$ cat src/rtl/bus_capture_mon.sv
module bus_capture_mon #(
  parameter int AW    = 16,
  parameter int DW    = 16,
  parameter int NINC  = 2,
  parameter int NEXC  = 2,
  parameter int DEPTH = 8
) (
  input  logic          clk,
  input  logic          rst_n,
  input  logic          bus_rd,
  input  logic          bus_wr,
  input  logic [AW-1:0] bus_addr,
  input  logic [DW-1:0] bus_data,
  input  logic          cfg_we,
  input  logic          cfg_re,
  input  logic [7:0]    cfg_addr,
  input  logic [31:0]   cfg_wdata,
  output logic [31:0]   cfg_rdata
);
  localparam int PW = $clog2(DEPTH);
  localparam int RW = 1 + AW + DW;

  logic [3:0]      ctrl;
  logic [AW-1:0]   trig_addr;
  logic [DW-1:0]   trig_data;
  logic [NINC-1:0] inc_en, inc_hit;
  logic [NEXC-1:0] exc_en, exc_hit;
  logic [AW-1:0]   inc_lo [NINC];
  logic [AW-1:0]   inc_hi [NINC];
  logic [AW-1:0]   exc_lo [NEXC];
  logic [AW-1:0]   exc_hi [NEXC];
  logic            triggered, ovf;
  logic [RW-1:0]   mem [DEPTH];
  logic [PW:0]     wptr, rptr;
  logic [RW-1:0]   head;

  for (genvar i = 0; i < NINC; i++) begin : g_inc
    assign inc_hit[i] = inc_en[i] && bus_addr >= inc_lo[i] && bus_addr <= inc_hi[i];
  end
  for (genvar j = 0; j < NEXC; j++) begin : g_exc
    assign exc_hit[j] = exc_en[j] && bus_addr >= exc_lo[j] && bus_addr <= exc_hi[j];
  end

  wire xfer      = bus_rd | bus_wr;
  wire in_window = (|inc_hit) && !(|exc_hit);
  wire dir_ok    = (bus_wr && ctrl[2]) || (bus_rd && !bus_wr && ctrl[1]);
  wire trig_hit  = ctrl[0] && dir_ok && bus_addr == trig_addr &&
                   (!ctrl[3] || bus_data == trig_data);
  wire capture   = xfer && in_window && (!ctrl[0] || triggered || trig_hit);
  wire empty     = wptr == rptr;
  wire full      = (wptr[PW] != rptr[PW]) && (wptr[PW-1:0] == rptr[PW-1:0]);
  wire arm       = cfg_we && cfg_addr == 8'h01 && cfg_wdata[0];
  wire pop       = cfg_re && cfg_addr == 8'h06 && !empty;
  wire push      = capture && !full;

  assign head = empty ? '0 : mem[rptr[PW-1:0]];

  always_ff @(posedge clk or negedge rst_n) begin
    if (!rst_n) begin
      ctrl      <= '0;
      trig_addr <= '0;
      trig_data <= '0;
      inc_en    <= '0;
      exc_en    <= '0;
      for (int i = 0; i < NINC; i++) begin
        inc_lo[i] <= '0;
        inc_hi[i] <= '0;
      end
      for (int j = 0; j < NEXC; j++) begin
        exc_lo[j] <= '0;
        exc_hi[j] <= '0;
      end
    end else if (cfg_we) begin
      case (cfg_addr)
        8'h00: ctrl      <= cfg_wdata[3:0];
        8'h03: trig_addr <= cfg_wdata[AW-1:0];
        8'h04: trig_data <= cfg_wdata[DW-1:0];
        8'h0E: inc_en    <= cfg_wdata[NINC-1:0];
        8'h0F: exc_en    <= cfg_wdata[NEXC-1:0];
        default: ;
      endcase
      for (int i = 0; i < NINC; i++) begin
        if (cfg_addr == 8'(16 + 2*i)) inc_lo[i] <= cfg_wdata[AW-1:0];
        if (cfg_addr == 8'(17 + 2*i)) inc_hi[i] <= cfg_wdata[AW-1:0];
      end
      for (int j = 0; j < NEXC; j++) begin
        if (cfg_addr == 8'(32 + 2*j)) exc_lo[j] <= cfg_wdata[AW-1:0];
        if (cfg_addr == 8'(33 + 2*j)) exc_hi[j] <= cfg_wdata[AW-1:0];
      end
    end
  end

  always_ff @(posedge clk or negedge rst_n) begin
    if (!rst_n) begin
      wptr      <= '0;
      rptr      <= '0;
      triggered <= 1'b0;
      ovf       <= 1'b0;
    end else if (arm) begin
      wptr      <= '0;
      rptr      <= '0;
      triggered <= 1'b0;
      ovf       <= 1'b0;
    end else begin
      if (trig_hit) triggered <= 1'b1;
      if (push) wptr <= wptr + 1'b1;
      if (capture && full) ovf <= 1'b1;
      if (pop) rptr <= rptr + 1'b1;
    end
  end

  always_ff @(posedge clk) begin
    if (push && !arm) mem[wptr[PW-1:0]] <= {bus_wr, bus_addr, bus_data};
  end

  always_comb begin
    cfg_rdata = '0;
    case (cfg_addr)
      8'h00: cfg_rdata = 32'(ctrl);
      8'h02: cfg_rdata = {28'd0, ovf, full, empty, triggered};
      8'h03: cfg_rdata = 32'(trig_addr);
      8'h04: cfg_rdata = 32'(trig_data);
      8'h05: cfg_rdata = 32'(head[RW-1 -: AW+1]);
      8'h06: cfg_rdata = 32'(head[DW-1:0]);
      8'h0E: cfg_rdata = 32'(inc_en);
      8'h0F: cfg_rdata = 32'(exc_en);
      default: ;
    endcase
    for (int i = 0; i < NINC; i++) begin
      if (cfg_addr == 8'(16 + 2*i)) cfg_rdata = 32'(inc_lo[i]);
      if (cfg_addr == 8'(17 + 2*i)) cfg_rdata = 32'(inc_hi[i]);
    end
    for (int j = 0; j < NEXC; j++) begin
      if (cfg_addr == 8'(32 + 2*j)) cfg_rdata = 32'(exc_lo[j]);
      if (cfg_addr == 8'(33 + 2*j)) cfg_rdata = 32'(exc_hi[j]);
    end
  end
endmodule

$ cat config.mk
export PLATFORM = sky130hd
export DESIGN_NAME = bus_capture_mon
export DESIGN_NICKNAME = d
export VERILOG_FILES = /design/src/rtl/bus_capture_mon.sv
export SDC_FILE = /design/constraint.sdc
export NUM_CORES = 1
export LEC_CHECK = 0
export ABC_AREA = 1
export BUFFER_PORTS_ARGS = -buffer_cell sky130_fd_sc_hd__buf_2
export CORE_MARGIN = 8
export CORE_UTILIZATION = 50
export DETAILED_ROUTE_END_ITERATION = 16
export PLACE_DENSITY = 0.67
export RECOVER_POWER = 50
export SLEW_MARGIN = 5
export SYNTH_ARGS = -nofsm -noshare
export SYNTH_HDL_FRONTEND = slang
export SYNTH_SLANG_ARGS = --single-unit
$ cat constraint.sdc
create_clock -name clk -period 5.95 [get_ports clk]
set_input_delay 0.595 -clock clk [delete_from_list [all_inputs] [get_ports clk]]
set_output_delay 0.595 -clock clk [all_outputs]
set_load 0.03 [all_outputs]
==> impl_metrics.yaml <==
setup_path:
  worst_r2r_path_depth: 11
  crit_family: "buffers and inverters"
  ff2ff_setup_slack_ns: 2.57
  critPathMaxStageDelay_ns: 0.88
  critPathRequiredTime_ns: 5.36
  path_cells: "clkinv_2, buf_4, o21ai_0, o221ai_1, nand4_1, nand2_1, nor2_1, nand4_1, nand2_1, nand4_1, buf_2"
  rr_endpoint: "rptr[3]"
  path_class: "flip-flop to output port"
  cp_num_buf_inv: 3
  end_kind: "output port"
  path_max_fanout: 70
  startpoint: "rptr[0]"
  worst_setup_path_start_kind: "flip-flop"
  worst-endpoint-arrival_ns: 4.60
  crit_slowest_cell: "clkinv_2"
  r2r_start: "rptr[0]"
  path_common_cell: "nand4_1"
detailed_routing:
  num_vias: 17700
  ant_nets: 0
  post_drt_via_cell_ratio: 5.61
  drtIter0Drc: 1453
  wl_per_cell_um: 19.7
  postRouteWirelength_mm: 62.2
  first_pass_iters: 5
  drc: 0
sta:
  final.setup_skew_ns: 0.0221
  fin_setup_tns_ns: 0
  fmax_ghz: 0.193
  setup_viol: 0
  slew_headroom: -0.952
  drv_slew: 181
  final.min_clock_period_ns: 5.19
  grt_setup_unrepaired: "no"
  finalHoldViolations: 0
  tightestPinTransition_ns: 2.93
  fin_crit_sh: 0.873
  final.setup.worst_slack_ns: 0.757
floorplanning:
  die_w_um: 229
  die_area_um2: 52200
  start_util: 0.502
  num_rows: 78
  coreArea_um2: 45000
  die_h_um: 229
  io_pins: 110
yosys:
  synthesis.instances: 2463
  synth_top_area_share: 0.351
  yosysWarnings: 0
  synth_top_cells_by_count: "587 x nand2_1, 286 x o21ai_0, 264 x edfxtp_1"
  yosysTopAreaCell: "edfxtp_1"
  async_flop_share: 0.403
  synth_area_leaders: "edfxtp_1 35%, dfrtp_1 20%, nand2_1 9.8%"
  yosysMostFrequentCell: "nand2_1"
  synth_edf_count: 264
  syn_area_um2: 22600
  avgSynthCellArea_um2: 9.17
  synth_ff_type: "edfxtp_1"
  ys_types: 46
  ys_ff_latch: 442
  yosysSeqAreaShare: 0.548
layout:
  n_fill_cell: 3919
  nets: 2721
  multi_input_area_um2: 8710
  layout.cells.non_filler: 3154
  area_delta_synth_final_pct: 11.0
  seqCellArea_um2: 12400
  drive_above_1_share: 0.0756
hold_path:
  min_to: "mem[1][5]"
  hold_start: "bus_data[5]"
  hp-class: "primary input to flip-flop"
  worstHoldPathCells: 1
power:
  power.density_nw_per_um2: 286
  finalPower_mw: 7.18
  p_leak_nw: 10.2
  peakVddDrop_mv: 0.232
clock_network:
  cts_resized: 0
  clk_pin_slew_ns: 0.06
  clkSinkCount: 442
  numCtsBuffers: 48
  cts_buffer_depth: 3
  cts_tree: "built"
  cts-root-buf: "clkbuf_16"
  cts_setup_buffers: 0
  clk_latency_ns: 0.60
  hold_buffers: 0
  h-tree-depth: 2
placed_design:
  dp_slack_ns: 1.43
  place_hpwl_mm: 41.5
  io_buffers: 78
  finalWeightedCongestion: 0.875
  dp_cells: 3063
job:
  cap_violations: 2
global_routing:
  grt_pass1_vias: 17400
  overflow: 0
  grt_max_degree: 112
  antenna_found_initial: 2
  grt_usage: 0.234
  grt_pass1_wl_mm: 97.2
status:
  violations: "max-capacitance violations, max-slew violations"
  status: "finished with violations"
[per-stage QoR]
| stage | hold WS (ns) | utilization | cell area [um^2] |
|---|---|---|---|
| final | 0.385 | 0.557 | 25100 |
| after global routing | 0.381 | 0.557 | 25100 |
| after CTS | 0.166 | 0.559 | 25100 |
| after detailed placement | 0.476 | 0.521 | 23500 |
| after global placement | 0.467 | 0.521 | 23500 |
| after floorplan | 0.299 | - | 22600 |
[metal layers]
metal / vias to the layer above / wire length (um) / GRT usage
met1: 8517 / 25900 / 0.305
met2: 656 / 29700 / 0.391
met3: 124 / 4570 / 0.0413
met5: - / 24 / 0
li1: 8401 / - / -
met4: 4 / 2080 / 0.0808
[registers in the layout (all words and copies together), names as in the netlist, 16 cells and up]
signal / count
mem: 264
exc_lo: 32
inc_hi: 32
trig_data: 16
inc_lo: 32
trig_addr: 16
exc_hi: 32
[how the worst max path moves through the flow]
| stage | end | slack, ns | cells past startpoint |
|---|---|---|---|
| 2_1_floorplan | mem[2][0] | 1.33 | 9 |
| 3_3_place_gp | cfg_rdata[5] | 1.49 | 13 |
| 3_5_place_dp | cfg_rdata[7] | 1.43 | 11 |
| 4_1_cts | cfg_rdata[7] | 0.79 | 11 |
| 5_1_grt | cfg_rdata[1] | 0.47 | 15 |
| 6_report | cfg_rdata[7] | 0.76 | 11 |
[placed cells by master (no fill, tap or decap), drive strengths merged]
cell	count
a21oi	91
or2	2
conb	15
nor3	17
o21a	6
diode	1
o21ai	309
edfxtp	264
mux2i	1
a21o	1
bufinv	7
dfrtp	178
o22ai	13
and2	1
a221oi	1
clkinvlp	2
clkbuf	98
clkinv	21
nand3	85
nor3b	1
xor2	6
a22oi	4
nor4	5
a211oi	1
inv	263
ha	130
nand4	59
o221ai	28
o211ai	19
buf	68
o21bai	1
nor2	256
a221o	9
nand2	591
[where the power goes]
part | switching [mW] | internal, mW
Combinational | 0.443 | 0.196
Clock | 1.25 | 1.89
Sequential | 0.0741 | 3.32
Total | 1.77 | 5.41
[worst register-to-register path: stages, from the launching register on]
cell      delay, ns
dfrtp_4        0.73
clkinv_2       0.71
nand2_1        0.10
and2_1         0.20
nand2_2        0.09
nor2_4         0.04
inv_2          0.55
nand3_1        0.29
nor2_1         0.22
nand3_1        0.13
o21ai_1        0.15
a21oi_1        0.05
[kinds of logic after synthesis]
group	synth area share
fa+ha+maj	0.0720
simple gates	0.189
other cells	0.000166
flops	0.548
compound gates	0.118
buf+inv	0.0697
mux	0.000443
xor+xnor	0.00233
[final cells by class]
cell class	instances	share of cell area
Tap cell	600	0.0299
Inverter	264	0.0396
Antenna cell	1	0.0000998
Clock buffer	61	0.0531
Sequential cell	442	0.494
Clock inverter	29	0.0141
Timing Repair Buffer	105	0.0218
Multi-Input combinational cell	1652	0.347
Note: power is estimated with default switching activity, not from simulation.
